## src/rtl/twi_pkg.sv

```systemverilog
package twi_pkg;
  localparam int BYTE_W = 8;

  typedef enum logic [2:0] {
    ST_IDLE, ST_DEV, ST_RX, ST_PREACK, ST_ACK, ST_TX, ST_MACK, ST_WAIT
  } eng_state_t;

  // select byte accepted: type code, strap bit, not busy
  function automatic logic addr_hit(input logic [BYTE_W-1:0] b,
                                    input logic [3:0] code,
                                    input logic strap,
                                    input logic busy);
    return (b[7:4] == code) && (b[3] == strap) && !busy;
  endfunction

  function automatic logic [1:0] block_of(input logic [BYTE_W-1:0] b);
    return b[2:1];
  endfunction
endpackage

```

## src/rtl/twi_deglitch.sv

```systemverilog
module twi_deglitch #(
  parameter int SYNC = 2,
  parameter int TAPS = 3
) (
  input  logic clk,
  input  logic rst_n,
  input  logic din,
  output logic dout
);
  localparam int CW = $clog2(TAPS + 1);

  logic [SYNC-1:0] sy;
  logic [TAPS-1:0] hist;
  logic [CW-1:0]   ones;

  always_comb begin
    ones = '0;
    for (int i = 0; i < TAPS; i++) ones = ones + CW'(hist[i]);
  end

  always_ff @(posedge clk or negedge rst_n) begin
    if (!rst_n) begin
      sy   <= '1;
      hist <= '1;
      dout <= 1'b1;
    end else begin
      sy   <= {sy[SYNC-2:0], din};
      hist <= {hist[TAPS-2:0], sy[SYNC-1]};
      dout <= (ones > CW'(TAPS / 2));
    end
  end
endmodule

```

## src/rtl/twi_events.sv

```systemverilog
module twi_events (
  input  logic clk,
  input  logic rst_n,
  input  logic scl_f,
  input  logic sda_f,
  output logic scl_rise,
  output logic scl_fall,
  output logic start_ev,
  output logic stop_ev
);
  logic scl_p, sda_p;

  always_ff @(posedge clk or negedge rst_n) begin
    if (!rst_n) begin
      scl_p <= 1'b1;
      sda_p <= 1'b1;
    end else begin
      scl_p <= scl_f;
      sda_p <= sda_f;
    end
  end

  assign scl_rise = scl_f & ~scl_p;
  assign scl_fall = ~scl_f & scl_p;
  assign start_ev = scl_f & scl_p & sda_p & ~sda_f;
  assign stop_ev  = scl_f & scl_p & ~sda_p & sda_f;
endmodule

```

## src/rtl/twi_mem_slave.sv

```systemverilog
module twi_mem_slave
  import twi_pkg::*;
#(
  parameter logic [3:0] TYPE_CODE   = 4'b1010,
  parameter int         SYNC_STAGES = 2,
  parameter int         FILT_TAPS   = 3
) (
  input  logic              clk,
  input  logic              rst_n,
  input  logic              scl_i,
  input  logic              sda_i,
  input  logic              strap_a2,
  input  logic              wr_busy,
  input  logic [BYTE_W-1:0] rd_data,
  output logic              sda_oe,
  output logic              sel_ok,
  output logic [1:0]        blk_sel,
  output logic              is_read,
  output logic              wr_valid,
  output logic [BYTE_W-1:0] wr_data,
  output logic              wr_is_addr,
  output logic              rd_take,
  output logic              bus_stop
);
  localparam int CNT_W = $clog2(BYTE_W);
  localparam logic [CNT_W-1:0] LAST_BIT = CNT_W'(BYTE_W - 1);

  logic [1:0] raw_l, filt_l;
  assign raw_l = {sda_i, scl_i};

  for (genvar g = 0; g < 2; g++) begin : g_line
    twi_deglitch #(.SYNC(SYNC_STAGES), .TAPS(FILT_TAPS)) u_dg (
      .clk(clk), .rst_n(rst_n), .din(raw_l[g]), .dout(filt_l[g]));
  end

  logic scl_f, sda_f, scl_rise, scl_fall, start_ev, stop_ev;
  assign scl_f = filt_l[0];
  assign sda_f = filt_l[1];

  twi_events u_ev (
    .clk(clk), .rst_n(rst_n), .scl_f(scl_f), .sda_f(sda_f),
    .scl_rise(scl_rise), .scl_fall(scl_fall),
    .start_ev(start_ev), .stop_ev(stop_ev));

  eng_state_t        state;
  logic [CNT_W-1:0]  cnt;
  logic [BYTE_W-1:0] shreg;
  logic [BYTE_W-1:0] rx_byte;
  logic              first_q, mack_ok;
  logic              ignoring_bus;

  assign rx_byte      = {shreg[BYTE_W-2:0], sda_f};
  assign ignoring_bus = (state == ST_WAIT);

  always_ff @(posedge clk or negedge rst_n) begin
    if (!rst_n) begin
      state      <= ST_IDLE;
      cnt        <= '0;
      shreg      <= '0;
      first_q    <= 1'b0;
      mack_ok    <= 1'b0;
      sda_oe     <= 1'b0;
      sel_ok     <= 1'b0;
      blk_sel    <= '0;
      is_read    <= 1'b0;
      wr_valid   <= 1'b0;
      wr_data    <= '0;
      wr_is_addr <= 1'b0;
      rd_take    <= 1'b0;
      bus_stop   <= 1'b0;
    end else begin
      sel_ok   <= 1'b0;
      wr_valid <= 1'b0;
      rd_take  <= 1'b0;
      bus_stop <= 1'b0;
      if (start_ev) begin
        state  <= ST_DEV;
        cnt    <= '0;
        sda_oe <= 1'b0;
      end else if (stop_ev) begin
        state    <= ST_IDLE;
        sda_oe   <= 1'b0;
        bus_stop <= 1'b1;
      end else begin
        unique case (state)
          ST_DEV: if (scl_rise) begin
            shreg <= rx_byte;
            if (cnt == LAST_BIT) begin
              cnt <= '0;
              if (addr_hit(rx_byte, TYPE_CODE, strap_a2, wr_busy)) begin
                blk_sel <= block_of(rx_byte);
                is_read <= rx_byte[0];
                sel_ok  <= 1'b1;
                first_q <= 1'b1;
                state   <= ST_PREACK;
              end else begin
                state <= ST_WAIT;
              end
            end else begin
              cnt <= cnt + 1'b1;
            end
          end
          ST_RX: if (scl_rise) begin
            shreg <= rx_byte;
            if (cnt == LAST_BIT) begin
              cnt        <= '0;
              wr_valid   <= 1'b1;
              wr_data    <= rx_byte;
              wr_is_addr <= first_q;
              first_q    <= 1'b0;
              state      <= ST_PREACK;
            end else begin
              cnt <= cnt + 1'b1;
            end
          end
          ST_PREACK: if (scl_fall) begin
            sda_oe <= 1'b1;
            state  <= ST_ACK;
          end
          ST_ACK: if (scl_fall) begin
            if (is_read) begin
              shreg   <= rd_data;
              sda_oe  <= ~rd_data[BYTE_W-1];
              rd_take <= 1'b1;
              cnt     <= '0;
              state   <= ST_TX;
            end else begin
              sda_oe <= 1'b0;
              state  <= ST_RX;
            end
          end
          ST_TX: if (scl_fall) begin
            if (cnt == LAST_BIT) begin
              sda_oe <= 1'b0;
              state  <= ST_MACK;
            end else begin
              shreg  <= {shreg[BYTE_W-2:0], 1'b0};
              sda_oe <= ~shreg[BYTE_W-2];
              cnt    <= cnt + 1'b1;
            end
          end
          ST_MACK: begin
            if (scl_rise) mack_ok <= ~sda_f;
            if (scl_fall) begin
              if (mack_ok) begin
                shreg   <= rd_data;
                sda_oe  <= ~rd_data[BYTE_W-1];
                rd_take <= 1'b1;
                cnt     <= '0;
                state   <= ST_TX;
              end else begin
                state <= ST_WAIT;
              end
            end
          end
          default: ;
        endcase
      end
    end
  end
endmodule

```

## config.mk

```make
export PLATFORM = sky130hd
export DESIGN_NAME = twi_mem_slave
export DESIGN_NICKNAME = d
export VERILOG_FILES = /design/src/rtl/twi_pkg.sv /design/src/rtl/twi_deglitch.sv /design/src/rtl/twi_events.sv /design/src/rtl/twi_mem_slave.sv
export SDC_FILE = /design/constraint.sdc
export NUM_CORES = 1
export LEC_CHECK = 0
export ABC_AREA = 1
export BUFFER_PORTS_ARGS = -buffer_cell sky130_fd_sc_hd__buf_2
export CAP_MARGIN = 30
export CORE_ASPECT_RATIO = 1.75
export CORE_MARGIN = 5
export CORE_UTILIZATION = 44
export CTS_BUF_LIST = sky130_fd_sc_hd__clkbuf_8
export CTS_CLUSTER_DIAMETER = 150
export DETAILED_ROUTE_END_ITERATION = 8
export SLEW_MARGIN = 30
export SYNTH_ARGS = -nofsm -noshare
export SYNTH_HDL_FRONTEND = slang
export SYNTH_SLANG_ARGS = --single-unit
```

## constraint.sdc

```tcl
create_clock -name clk -period 2.3 [get_ports clk]
set_input_delay 0.46 -clock clk [delete_from_list [all_inputs] [get_ports clk]]
set_output_delay 0.46 -clock clk [all_outputs]
set_load 0.05 [all_outputs]
```

; Yosys cells after proc, flatten, opt, wreduce, memory -nomap -nowiden
; Cells that the tools add are included.
[word_totals]
reg_bits = 46
input_bits = 14
word_cells = 170
[classes]
addsub = 5
order_cmp = 2
eq_ne = 39
mux = 70
bitwise_logic = 15
reduce_logical = 17
[op_table]
columns = operator, count
row1 = $mux 3, 23
row2 = $mux 7, 7
row3 = $ne 4x4->1 const B, 10
row4 = $mux 1, 33
row5 = $pmux 7 s4, 1
row6 = $ne 2x2->1 const B, 12
row7 = $reduce_and 10->1, 2
row8 = $ne 3x3->1 const B, 6
row9 = $pmux 3 s6, 1
row10 = $eq 3x3->1 const B, 4
row11 = $pmux 3 s4, 1
row12 = $reduce_and 6->1, 2
row13 = $reduce_and 9->1, 1
row14 = $not 1->1, 8
row15 = $reduce_and 8->1, 1
row16 = $reduce_bool 8->1, 1
row17 = $and 1x1->1, 7
row18 = $eq 3x2->1 const B, 2
row19 = $reduce_bool 6->1, 1
row20 = $reduce_and 5->1, 1
row21 = $reduce_bool 5->1, 1
row22 = $add 1x1->2, 2
row23 = $add 2x1->2, 2
row24 = $eq 4x4->1 const B, 1
row25 = other kinds (15), 18

; Longest topological paths before layout
[depth]
depth_word = 9
ltp_mapped = 10

; Cells and area by module
; A second synthesis with hierarchy kept.
[unflattened]
cells_unflattened = 268
hier_area_um2 = 2306.0
[by_module_without_submodules]
columns = mod, instances, cells_each, area_each_um2, seq_area_each_um2
row1 = twi_mem_slave, 1, 235, 1849.3, 800.8
row2 = twi_deglitch, 2, 10, 181.4, 157.7
row3 = twi_events, 1, 13, 93.8, 52.6

; Worst setup path before layout
; Ideal clock, no wire load.
[synth_timing]
path_kind = reg-to-reg
start = reg g_line[0].u_dg.dout
end = reg wr_is_addr
setup_ns = 0.127
arrival_time_ns = 1.498
required_time_ns = 2.173
slack_ns = 0.674
stages_incl_launch_ff = 5
path_buffers = 1
period_less_slack_ns = 1.626
cell_sequence = dfstp_2 -> nand2_1 -> nor3_4 -> buf_6 -> mux2_1
[synth_via]
elab_chain_cells = 5
word_cells_on_any_way = 9
classes_between = bitwise: 8 / reduce/logical: 1
[synth_lines]
columns = element, line
row1 = start: declaration, twi_deglitch.sv:8  ; output logic dout
row2 = start signal: assignment, twi_deglitch.sv:29  ; dout <= (ones > CW'(TAPS / 2));
row3 = $and 1x1->1, "twi_events.sv:25, twi_events.sv:26"
row4 = $and 1x1->1 (on tied branches) (2 in a row), "twi_events.sv:26, twi_events.sv:25"
row5 = $not 1->1 (no line), --
row6 = $reduce_and 5->1 (no line) (*), --
row7 = end signal: assignment, twi_mem_slave.sv:109  ; wr_is_addr <= first_q;
row8 = end: declaration, twi_mem_slave.sv:21  ; output logic wr_is_addr,
; Mark *: on every way between the ends. The rest lies on a longest branch, timed or not.
; A chain may end at the register's enable or synchronous reset.

; Worst setup path in the final report
[layout_timing]
start = reg cnt[0]
end = reg wr_data[1]
[layout_via]
elab_chain_cells = 2
[layout_lines]
columns = element, line
row1 = start: declaration, twi_mem_slave.sv:46  ; logic [CNT_W-1:0] cnt;
row2 = start signal: assignment, twi_mem_slave.sv:100  ; cnt <= cnt + 1'b1;
row3 = start signal: assignment, twi_mem_slave.sv:113  ; cnt <= cnt + 1'b1;
row4 = start signal: assignment, twi_mem_slave.sv:139  ; cnt <= cnt + 1'b1;
row5 = $eq 3x3->1, twi_mem_slave.sv:105  ; if (cnt == LAST_BIT) begin
row6 = $reduce_and 5->1 (no line), --
row7 = end signal: assignment, twi_mem_slave.sv:108  ; wr_data <= rx_byte;
row8 = end: declaration, twi_mem_slave.sv:20  ; output logic [BYTE_W-1:0] wr_data,
; Every way passes these cells.

==> flow_metrics.env <==
export IMPL_power_density_nw_per_um2=1220
export IMPL_worst_pin_slew_ns=0.565
export IMPL_min_path_type="input pin to asynchronous set/reset pin"
export IMPL_synth_fp_nets=291
export IMPL_slew_headroom=0.624
export IMPL_hold_violations=0
export IMPL_via_per_inst=5.25
export IMPL_synthArstFlopShare=1.00
export IMPL_ant_nets=0
export IMPL_syn_area_um2=2300
export IMPL_cts_buffers=5
export IMPL_yosys_top_cells_count="nand2_1, dfrtp_1, nand3_1"
export IMPL_cap_violations=0
export IMPL_cp_required_ns=2.49
export IMPL_cts_sinks=46
export IMPL_grt_max_degree=47
export IMPL_finalHoldWorstSlack_ns=0.218
export IMPL_worst_ep_arrival_time_ns=1.96
export IMPL_cts_hold_buffers=0
export IMPL_routed_wl_mm=5.41
export IMPL_antenna_cells=0
export IMPL_synth_seq_cells=46
export IMPL_critPathLaunchType="register"
export IMPL_ys_warn_count=0
export IMPL_fin_ws_ns=0.531
export IMPL_tns_ns=0
export IMPL_worstSkewPairLatency_ns=0.30
export IMPL_min_period_ns=1.77
export IMPL_cts_max_level=2
export IMPL_preCtsSetupSlack_ns=0.528
export IMPL_gr_total_overflow=0
export IMPL_grt_pass1_vias=1975
export IMPL_synth_edff_count=0
export IMPL_synth_top_area_cell="dfrtp_1"
export IMPL_finalSetupViolations=0
export IMPL_fmax_ghz=0.565
export IMPL_grt_pass1_wl_mm=9.22
export IMPL_io_buffers=30
export IMPL_synth_cell_types=32
export IMPL_row_count=34
export IMPL_start_util=0.457
export IMPL_stdcell_count=366
export IMPL_final_util=0.525
export IMPL_coreArea_um2=5020
export IMPL_post_route_drc_count=0
export IMPL_dieWidth_um=64.6
export IMPL_power_mw=3.21
export IMPL_netlist_instances=271
export IMPL_dp_cells=358
export IMPL_antenna_found_initial=0
export IMPL_drv_slew=0
export IMPL_drt_iter0_markers=107
export IMPL_cts_max_path_buffers=2
export IMPL_max_vdd_ir_drop_mv=0.689
export IMPL_postCtsSetupRepairBufs=0
export IMPL_grt_usage=0.175
export IMPL_drive_gt1_frac=0.260
export IMPL_critPathMaxFanout=8
export IMPL_synth_most_common_cell="nand2_1"
export IMPL_synth_top_cell_area_share=0.349
export IMPL_drtPass1Iterations=4
export IMPL_fill_cells=507
export IMPL_status="finished, final reports clean"
export IMPL_via_count=1921
export IMPL_critPathCaptureType="register"
export IMPL_synth_top_flop_cell="dfrtp_1"
export IMPL_die_area_um2=6820
export IMPL_synth_seq_area_share=0.509
export IMPL_place_congestion=0.954
export IMPL_io_pins=31
export IMPL_path_clk_slew_ns=0.10
export IMPL_nNetsFinal=331
export IMPL_syn_area_per_cell_um2=8.47
export IMPL_p_leak_nw=1.48
export IMPL_netlist_top_cells_area="dfrtp_1, dfstp_2, nand2_1, nand3_1, nor2_1"
export IMPL_syn2layout_area_growth_pct=14.8
export IMPL_rsz0062_at_grt="false"
export IMPL_wl_per_cell_um=14.8
export IMPL_clock_skew_ns=0.0111
export IMPL_cts_root_buffer="clkbuf_8"
export IMPL_die_h_um=106
export IMPL_cts_tree="done"
export IMPL_final_area_um2=2640
export IMPL_period_share=0.769
export IMPL_post_dp_cell_area_um2=2540
export IMPL_ctsResizeCount=0
export IMPL_critical_path_class="register to register"
export IMPL_hpwl_mm=4.20
-- layout by cell type (no fill, tap or decap), drive strengths merged --
cell,n
nor3,5
o22ai,1
o211ai,1
nor2,28
a21o,2
nor4,1
a21oi,7
clkbuf,5
mux2,5
nand4,3
inv,27
buf,37
and3,2
dfrtp,32
nand2,89
dfstp,14
xnor2,1
o21ai,12
ha,6
nand3,34
-- cell type report --
| type | instances | area, um^2 | area share |
|---|---|---|---|
| Multi-Input combinational cell | 197 | 1010 | 0.384 |
| Inverter | 24 | 90.1 | 0.0342 |
| Sequential cell | 46 | 1170 | 0.443 |
| Tap cell | 54 | 67.6 | 0.0256 |
| Clock buffer | 5 | 68.8 | 0.0261 |
| Timing Repair Buffer | 37 | 203 | 0.0769 |
| Clock inverter | 3 | 26.3 | 0.00997 |
-- flip-flops by register name (all words and copies together) (netlist names) --
| name | cells |
|---|---|
| sel_ok | 1 |
| g_line.u_dg.sy | 4 |
| is_read | 1 |
| shreg | 7 |
| first_q | 1 |
| wr_is_addr | 1 |
| wr_data | 8 |
| g_line.u_dg.hist | 6 |
| state | 3 |
| u_ev.scl_p | 1 |
| sda_oe | 1 |
| g_line.u_dg.dout | 2 |
| mack_ok | 1 |
| bus_stop | 1 |
| wr_valid | 1 |
| blk_sel | 2 |
| u_ev.sda_p | 1 |
| rd_take | 1 |
| cnt | 3 |
-- path summary, 6_finish.rpt --
kind / slack, ns / to / startpoint / depth (start not counted)
max: 0.53 / wr_data[1] / cnt[0] / 5
max in group asynchronous: 1.68 / state[1] / rst_n / 2
min in group clk: 0.25 / g_line[0].u_dg.sy[0] / scl_i / 1
min reg2reg: 0.36 / g_line[1].u_dg.hist[0] / g_line[1].u_dg.sy[1] / 0
min: 0.22 / bus_stop / rst_n / 2
max reg2reg: 0.53 / wr_data[1] / cnt[0] / 5
-- critical path, stage by stage (launching register included) --
cell,delay (ns)
dfrtp_1,0.38
ha_1,0.19
ha_1,0.21
inv_1,0.10
nor3_4,0.39
mux2_2,0.38
-- where the power goes --
| group | switching (mW) | internal [mW] |
|---|---|---|
| Sequential | 0.165 | 0.978 |
| Combinational | 1.03 | 0.514 |
| Clock | 0.301 | 0.226 |
| Total | 1.50 | 1.72 |
-- per-layer routing --
layer / global-route usage / wire (um) / vias to the layer above
met5: 0 / 0 / -
met4: 0.101 / 239 / 0
met3: 0.0373 / 220 / 19
met2: 0.302 / 2870 / 45
met1: 0.193 / 2080 / 902
li1: - / - / 955
-- kinds of logic after synthesis --
family | after synthesis | synth area share
and+or+nand+nor | 162 | 0.320
muxes | 5 | 0.0245
xor gates and xnor gates | 1 | 0.00382
DFF | 46 | 0.509
AOI/OAI and AO/OA | 23 | 0.0589
adders and majority gates | 6 | 0.0327
buffers and inverters | 28 | 0.0507
(Power assumes the default switching activity.)
